===== src/rtl/dac_front.sv =====
module dac_front #(
  parameter int DW = 16,
  parameter int CW = 10,
  parameter int CONV_CYCLES = 28
) (
  input  logic          clk,
  input  logic          rst_n,
  input  logic          wr_en,
  input  logic [1:0]    wr_addr,
  input  logic [DW-1:0] wr_data,
  input  logic          evt_start,
  output logic [CW-1:0] code,
  output logic          conv_busy,
  output logic          sync_busy,
  output logic          out_ext,
  output logic          out_int,
  output logic          evt_empty,
  output logic [2:0]    status
);
  localparam int CNT_W = $clog2(CONV_CYCLES + 1);
  localparam int SH = DW - CW;

  logic          p1_v, p2_v, p1_a, p2_a;
  logic [DW-1:0] p1_d, p2_d, buf_q;
  logic          buf_full, left_adj, ev_en, emp_en;
  logic [1:0]    route;
  logic [CNT_W-1:0] cnt;

  function automatic logic [CW-1:0] adj(input logic [DW-1:0] d, input logic left);
    logic [DW-1:0] s;
    s = d >> SH;
    return left ? s[CW-1:0] : d[CW-1:0];
  endfunction

  wire buf_wr   = wr_en && wr_addr == 2'd2;
  wire data_wr  = wr_en && wr_addr == 2'd1;
  wire clr      = wr_en && wr_addr == 2'd3;
  wire ev_take  = evt_start && ev_en && buf_full;
  wire ev_under = evt_start && ev_en && !buf_full;
  wire app_ctrl = p2_v && !p2_a;
  wire app_data = p2_v && p2_a;

  assign sync_busy = p1_v | p2_v;
  assign conv_busy = cnt != '0;
  assign out_ext   = route == 2'd1;
  assign out_int   = route == 2'd2;

  always_ff @(posedge clk or negedge rst_n) begin
    if (!rst_n) begin
      p1_v <= 1'b0; p2_v <= 1'b0; p1_a <= 1'b0; p2_a <= 1'b0;
      p1_d <= '0; p2_d <= '0;
    end else begin
      p1_v <= wr_en && !wr_addr[1];
      p1_a <= wr_addr[0];
      p1_d <= wr_data;
      p2_v <= p1_v;
      p2_a <= p1_a;
      p2_d <= p1_d;
    end
  end

  always_ff @(posedge clk or negedge rst_n) begin
    if (!rst_n) begin
      left_adj <= 1'b0; ev_en <= 1'b0; emp_en <= 1'b0; route <= 2'd0;
    end else if (app_ctrl) begin
      left_adj <= p2_d[0];
      ev_en    <= p2_d[1];
      emp_en   <= p2_d[2];
      route    <= p2_d[4:3];
    end
  end

  always_ff @(posedge clk or negedge rst_n) begin
    if (!rst_n) begin
      code <= '0; cnt <= '0; buf_q <= '0; buf_full <= 1'b0;
      evt_empty <= 1'b0; status <= '0;
    end else begin
      if (ev_take)       code <= adj(buf_q, left_adj);
      else if (app_data) code <= adj(p2_d, left_adj);

      if (ev_take || app_data) cnt <= CNT_W'(CONV_CYCLES);
      else if (cnt != '0)      cnt <= cnt - 1'b1;

      if (buf_wr) begin
        buf_q    <= wr_data;
        buf_full <= 1'b1;
      end else if (ev_take) buf_full <= 1'b0;

      evt_empty <= ev_take && !buf_wr && emp_en;

      if (buf_wr)                 status[0] <= 1'b0;
      else if (ev_take)           status[0] <= 1'b1;
      else if (clr && wr_data[0]) status[0] <= 1'b0;

      if (ev_under)               status[1] <= 1'b1;
      else if (clr && wr_data[1]) status[1] <= 1'b0;

      if (data_wr && conv_busy)   status[2] <= 1'b1;
      else if (clr && wr_data[2]) status[2] <= 1'b0;
    end
  end
endmodule


===== config.mk =====
export PLATFORM = sky130hd
export DESIGN_NAME = dac_front
export DESIGN_NICKNAME = d
export VERILOG_FILES = /design/src/rtl/dac_front.sv
export SDC_FILE = /design/constraint.sdc
export NUM_CORES = 1
export LEC_CHECK = 0
export BUFFER_PORTS_ARGS = -buffer_cell sky130_fd_sc_hd__buf_2
export CORE_ASPECT_RATIO = 1.75
export CORE_MARGIN = 4
export CORE_UTILIZATION = 30
export CTS_CLUSTER_SIZE = 40
export DETAILED_ROUTE_END_ITERATION = 16
export PLACE_DENSITY = 0.51
export SLEW_MARGIN = 0
export SYNTH_ARGS = -nofsm -noshare
export SYNTH_HDL_FRONTEND = slang
export SYNTH_SLANG_ARGS = --single-unit

===== constraint.sdc =====
create_clock -name clk -period 4.27 [get_ports clk]
set_clock_uncertainty 0.05 [all_clocks]
set_input_delay 1.281 -clock clk [delete_from_list [all_inputs] [get_ports clk]]
set_output_delay 1.281 -clock clk [all_outputs]
set_load 0.005 [all_outputs]

==> flow_summary.toml, run 1 <==
[clock_tree]
cts_buffers = 9
clk_pin_slew_worst_paths_ps = 50
cts_resized = 0
cts_setup_buffers = 0
clock_sinks = 77
htreeDepth = 3
cts_hold_buffers = 0
insertion_delay_ps = 320
tritoncts = "built"
clock_path_buffers = 2
root_buffer = "clkbuf_16"

[logic_synthesis]
synth_seq_cells = 77
syn-num-nets = 225
synth_area_sq_um = 2860
synth_area_per_cell_sq_um = 14.2
postSynthCellCount = 202
yosys_warnings = 0
synthArstFlopShare_pct = 100
synth_cell_types = 34
seq_area_frac_synth_pct = 67.4
synth_edf_count = 0
synth_flop_cell = "dfrtp_1"

[worst_setup_path]
reg2reg_depth = 3
cpPeakStageDelay_ps = 610
critPathKind = "reg2out"
worstSetupStartpointType = "register"
crit_required_ps = 2940
critical_path.top_delay_family = "simple AND/OR/NAND/NOR gates"
cp.buffers_inverters = 2
path_depth = 4
worstSetupEndpointType = "primary output"
arrival_ps = 1790
path_cells = "inv_1 -> ha_1 -> or4b_1 -> buf_2"
cp_slowest_cell = "or4b_1"
worstPathMaxFanout = 6

[sta]
tightest_slew_ps = 1150
fin_crit_ps = 3120
final_hold_viol_count = 0
grt_setup_unrepaired = "false"
setup_viol = 0
max_freq_ghz = 0.320
tns_ps = 0
slew_violations = 0
fin_crit_sh_pct = 73.1
timing.slew.headroom_pct = 23.4

[grt]
track_usage_pct = 10.9
grt_pass1_wl_microns = 9010
grt_pass1_vias = 1755
antenna_found_initial = 0
grt_max_degree = 78
grt_remaining_overflow = 0

[power_and_ir_drop]
power.leakage_nw = 1.57
power.density_nw_per_um2 = 574
peakVddDrop_mv = 0.193

[min_path]
whs_path_depth = 0
holdCritPathClass = "reg2reg"

[floorplanning]
dieArea_sq_um = 11200
start_util_pct = 31.0
core_area_sq_um = 9210
pin_count = 40
die_h_microns = 137
num_rows = 46
die_x_microns = 81.8

[finish]
area_growth_pct = 20.2
final_cell_mix = "dfrtp_1, buf_2, nor2b_1, mux2_2, o21ai_0"
final_nets = 266
final_common_cell = "dfrtp_1"
drive_above_1_share_pct = 30.6
fin_area_sq_um = 3440
antenna_cells = 0

[route]
wl_per_cell_microns = 14.9
antenna_left = 0
dr_total_vias = 1660
avgViaCountPerCell = 4.51
first_iter_violations = 109
dr.pass1.iters = 4
wl_microns = 5490
drc = 0

[placement]
place.gp.congestion = 0.719
io_buffers = 39
dpl.hpwl_microns = 3670
placed_cell_area_sq_um = 3150

[outcome]
status = "finished clean"

[flow_run]
drv_cap = 0
[where the power goes]
| part | internal, mW | leakage [nW] | switching (mW) |
|---|---|---|---|
| clock network | 0.458 | 0.143 | 0.257 |
| registers | 0.855 | 0.905 | 0.0950 |
| logic | 0.172 | 0.517 | 0.136 |
| total | 1.48 | 1.57 | 0.488 |
[cell usage after synthesis, types with 2 or more instances]
cell type / number / share of area, %
nand3_1: 3 / 0.53
nor2b_1: 14 / 3.1
mux2i_1: 10 / 3.5
nand2_1: 11 / 1.4
a211oi_1: 10 / 2.6
o21ai_0: 12 / 2.1
mux2_4: 7 / 3.7
o22ai_1: 10 / 2.2
nor2_1: 3 / 0.39
nand2b_1: 2 / 0.44
mux2_2: 14 / 5.5
inv_1: 3 / 0.39
buf_2: 3 / 0.53
clkbuf_1: 4 / 0.53
dfrtp_1: 77 / 67
[cell type report]
class	count	area (sq um)
inverter	3	11.3
fill	922	5770
clock buffer	16	292
tap	120	150
multi-input combinational	112	852
sequential	77	1930
timing repair buffer	40	205
[cell families (layout without fill, tap and decap cells)]
kind of cell | Yosys count | count (layout) | synth area share [%]
AO/OA/AOI/OAI | 39 | 39 | 8.88
adder cells (fa/ha/maj) | 1 | 1 | 0.438
multiplexers | 31 | 31 | 12.7
XOR/XNOR | 1 | 1 | 0.306
flip-flops | 77 | 77 | 67.4
buffers and inverters | 13 | 59 | 2.80
AND/OR/NAND/NOR | 40 | 40 | 7.48
[layer usage]
metal	part of all wire, %	vias up	global-route usage (%)
li1	-	792	-
met1	42	837	13.1
met2	54	27	17.7
met3	3.0	4	2.31
met4	1.4	0	6.38
met5	0	-	0
[worst paths after layout]
check                           startpoint   endpoint  slack [ps]
worst max-delay path                cnt[0]  conv_busy        1150
worst min-delay path               p1_d[3]    p2_d[3]         300
worst max register to register    left_adj    code[3]        2450
worst min register to register     p1_d[3]    p2_d[3]         300
max in group asynchronous            rst_n    p2_d[6]        2480
min in group asynchronous            rst_n   p1_d[15]        1060
[sequential cells by signal (all words and copies together) (netlist names), 2 cells and up]
signal  count
status      3
p2_d       16
cnt         5
buf_q      16
p1_d       16
route       2
code       10
[per-stage QoR]
stage / power, mW / util [%] / instances / setup slack [ps] / hold WS (ps)
3_5_place_dp: 1.28 / 34.2 / 352 / 1420 / 286
4_1_cts: 2.01 / 37.3 / 368 / 1130 / 296
2_1_floorplan: 1.14 / - / 202 / 1750 / 281
5_1_grt: 2.08 / 37.3 / 368 / 1080 / 300
6_report: 1.97 / 37.3 / 368 / 1150 / 295
3_3_place_gp: 1.27 / 34.2 / 352 / 1480 / 281
Note: power is estimated with default switching activity, not from simulation.
==> run 2: changes to the inputs <==
- clock period: 4.27 -> 3 ns (I/O delays scaled with it)
==> flow_summary.toml, run 2 (synthesized netlist as in run 1, its figures left out) <==
[finish]
reg.largest.list = "buf_q x16, p1_d x16, p2_d x16"
fin_area_sq_um = 3510
final_nets = 269
final_common_cell = "dfrtp_1"
antenna_cells = 0
final_cell_mix = "dfrtp_1, buf_2, nor2b_1, mux2_2, o21ai_0"
area_growth_pct = 22.7
fin_cells = 371
drive_above_1_share_pct = 32.3
post-route-util_pct = 38.1

[sta]
setup_viol = 0
slew_violations = 0
timing.slew.headroom_pct = 61.8
final_hold_viol_count = 0
fin_crit_sh_pct = 90.6
fin_crit_ps = 2720
grt_setup_unrepaired = "false"
max_freq_ghz = 0.368
tightest_slew_ps = 573
tns_ps = 0

[route]
wl_per_cell_microns = 15.0
avgViaCountPerCell = 4.51
first_iter_violations = 120
drc = 0
dr_total_vias = 1674
antenna_left = 0
dr.pass1.iters = 4
wl_microns = 5570

[placement]
dpl.hpwl_microns = 3790
dp_cells = 355
place.gp.congestion = 0.686
placed_cell_area_sq_um = 3180
io_buffers = 39

[outcome]
status = "finished clean"

[clock_tree]
cts_resized = 0
tritoncts = "built"
cts_setup_buffers = 0
htreeDepth = 3
cts_buffers = 9
clk_pin_slew_worst_paths_ps = 50
cts_hold_buffers = 0
clock_sinks = 77
clock_path_buffers = 2
root_buffer = "clkbuf_16"
insertion_delay_ps = 330

[grt]
grt_pass1_wl_microns = 9130
antenna_found_initial = 0
gr-usage-met3_pct = 3.23
grtUsageMet2_pct = 17.9
grt_pass1_vias = 1797
grt_remaining_overflow = 0
use_met1_pct = 13.1
grt_max_degree = 46
busiest_layer = "met2"
track_usage_pct = 11.2

[worst_setup_path]
critPathKind = "reg2out"
worstSetupEndpointType = "primary output"
arrival_ps = 1770
worstSetupStartpointType = "register"
worstPathMaxFanout = 6
crit_required_ps = 2050

[min_path]
holdCritPathClass = "reg2reg"

[floorplanning]
core_area_sq_um = 9210
num_rows = 46
die_x_microns = 81.8
die_h_microns = 137
pin_count = 40
start_util_pct = 31.0
dieArea_sq_um = 11200

[power_and_ir_drop]
finalPower_mw = 2.95
power.leakage_nw = 1.60
peakVddDrop_mv = 0.325
power.density_nw_per_um2 = 842

[flow_run]
drv_cap = 0
[run 2: changes by cell type in the layout (fill, tap and decap cells not counted)]
cell and change:
clkinv_2 +2, buf_4 +2, clkbuf_8 -2, clkbuf_1 -2, bufinv_16 +2, buf_12 +1
[run 2: layer usage]
layer | part of all wire [%] | vias to the layer above
met2 | 53 | 27
met3 | 3.7 | 11
met1 | 41 | 837
met5 | 0 | -
met4 | 2.7 | 0
li1 | - | 799
[run 2: cell type report]
class                      count  area [sq um]
sequential                    77          1930
timing repair buffer          43           240
clock inverter                 4          70.1
fill                         914          5700
inverter                       3          11.3
tap                          120           150
multi-input combinational    112           852
clock buffer                  12           256
[run 2: final timing paths]
check                      startpoint  cells past startpoint  slack [ps]         to
setup / recovery               cnt[0]                      4         280  conv_busy
hold / removal               p1_d[12]                      0         300   p2_d[12]
setup reg to reg               cnt[0]                      5        1300     cnt[2]
hold reg to reg              p1_d[12]                      0         300   p2_d[12]
max in group asynchronous       rst_n                      2        1790    p1_d[0]
min in group asynchronous       rst_n                      1         510   p2_d[15]
[run 2: worst max-delay path, cell delays in order, from the launching register on]
cell and delay, ps:
dfrtp_1 390, inv_1 70, ha_1 190, or4b_1 600
buf_2 190
[run 2: metrics by stage]
stage          hold WS (ps)  setup slack, ps
6_report                296              283
5_1_grt                 303              195
4_1_cts                 297              263
3_5_place_dp            285              619
3_3_place_gp            282              666
2_1_floorplan           281              858
[run 2: power breakdown]
group          total, mW  switching (mW)  internal (mW)
sequential          1.32           0.106           1.22
combinational      0.471           0.222          0.249
clock               1.16           0.391          0.770
total               2.95           0.719           2.24
==> run 3: changes to the inputs <==
- MAX_ROUTING_LAYER: not set -> met4
- RECOVER_POWER: not set -> 25
- clock period: 3 -> 2.7 ns (I/O delays scaled with it)
==> flow_summary.toml, run 3 (synthesized netlist as in run 1, its figures left out) <==
[worst_setup_path]
worstPathMaxFanout = 6
path_cells = "inv_1 -> ha_1 -> or4b_4 -> buf_2"
arrival_ps = 1680
reg2reg_setup_slack_ps = 1090
cp_slowest_cell = "or4b_4"
cp.buffers_inverters = 2
crit_required_ps = 1840
critical_path.top_delay_family = "simple AND/OR/NAND/NOR gates"
cpPeakStageDelay_ps = 530
worstSetupStartpointType = "register"
critPathKind = "reg2out"
worstSetupEndpointType = "primary output"

[floorplanning]
dieArea_sq_um = 11200
start_util_pct = 31.0
pin_count = 40
die_x_microns = 81.8
core_area_sq_um = 9210
num_rows = 46
die_h_microns = 137

[placement]
dp_slack_ps = 409
dpl.hpwl_microns = 3730
place.gp.congestion = 0.714
io_buffers = 39
dp_cells = 355

[clock_tree]
tritoncts = "built"
root_buffer = "clkbuf_16"
clock_path_buffers = 2
clock_sinks = 77
cts_hold_buffers = 0
insertion_delay_ps = 330
htreeDepth = 3
cts_buffers = 9
clk_pin_slew_worst_paths_ps = 60

[grt]
antenna_found_initial = 0
grt_pass1_wl_microns = 9320
grt_remaining_overflow = 0
grt_max_degree = 49
track_usage_pct = 11.7
grt_pass1_vias = 1853

[sta]
tightest_slew_ps = 1640
max_freq_ghz = 0.394
slew_violations = 30
timing.slew.headroom_pct = -9.03
postLayoutSetupSlackWorst_ps = 163
grt_setup_unrepaired = "false"
fin_crit_ps = 2540
setup_viol = 0
fin_crit_sh_pct = 94.0
tns_ps = 0
final_hold_viol_count = 0

[route]
dr_total_vias = 1682
wl_microns = 5630
avgViaCountPerCell = 4.53
dr.pass1.iters = 4
wl_per_cell_microns = 15.2
first_iter_violations = 96
antenna_left = 0
drc = 0

[finish]
fillers = 945
final_common_cell = "dfrtp_1"
final_cell_mix = "dfrtp_1, buf_2, nor2b_1, mux2_2, clkbuf_1"
final_nets = 269
final-seq-area_sq_um = 1930
drive_above_1_share_pct = 27.5
fin_cells = 371
area_growth_pct = 21.6
post-route-util_pct = 37.7
reg.largest.list = "buf_q x16, p1_d x16, p2_d x16"
antenna_cells = 0
multi_input_area_sq_um = 856

[outcome]
violations = "capacitance limit, slew limit"
status = "complete, but fails checks"

[power_and_ir_drop]
peakVddDrop_mv = 0.433
power.density_nw_per_um2 = 926
power.leakage_nw = 1.56

[min_path]
holdCritPathClass = "reg2reg"

[flow_run]
drv_cap = 1
==> run 3: cell count changes in the layout (fill, tap and decap cells not counted) <==
cell | previous run | this run
buf_2 | 38 | 25
bufinv_16 | 2 | 1
or4b_4 | 0 | 1
buf_4 | 4 | 3
clkbuf_1 | 1 | 14
or4b_1 | 1 | 0
clkbuf_8 | 2 | 3
clkinv_2 | 2 | 3
==> run 3: what timing repair did <==
action,in CTS,in global routing
setup buffers,0,0
endpoints found under the setup margin,0,1
gates resized for setup,0,1
==> run 3: layer usage <==
layer  track usage, %  vias to the layer above  wire [microns]
met5                -                        -               0
met4             6.10                        0              97
met3             3.03                        5             164
met1             13.0                      853            2390
li1                 -                      802               -
met2             19.0                       22            2980
==> run 3: area by class of cell <==
class,count,area share (%)
clock inverters,4,1.30
multi-input cells,112,24.6
inverters,3,0.324
well taps,120,4.32
clock buffers,12,7.67
flip-flops and latches,77,55.4
repair buffers,43,6.34
==> run 3: final timing paths <==
path	endpoint	startpoint	depth (start not counted)
max	conv_busy	cnt[0]	4
min	p2_d[10]	p1_d[10]	0
max reg2reg	status[2]	cnt[0]	5
min reg2reg	p2_d[10]	p1_d[10]	0
max in group asynchronous	emp_en	rst_n	2
min in group asynchronous	p2_d[10]	rst_n	1
==> run 3: report_power, final <==
group | internal (mW) | total [mW] | leakage, nW | switching, mW
Combinational | 0.275 | 0.522 | 0.498 | 0.248
Sequential | 1.35 | 1.47 | 0.905 | 0.120
Clock | 0.786 | 1.22 | 0.158 | 0.437
==> run 3: stage by stage <==
| step | area (sq um) | total power [mW] | hold slack [ps] |
|---|---|---|---|
| 6_report | 3480 | 3.22 | 296 |
| 5_1_grt | 3480 | 3.39 | 303 |
| 4_1_cts | 3490 | 3.26 | 297 |
| 3_5_place_dp | 3180 | 2.03 | 285 |
| 3_3_place_gp | 3180 | 2.01 | 282 |
| 2_1_floorplan | 2860 | 1.81 | 281 |
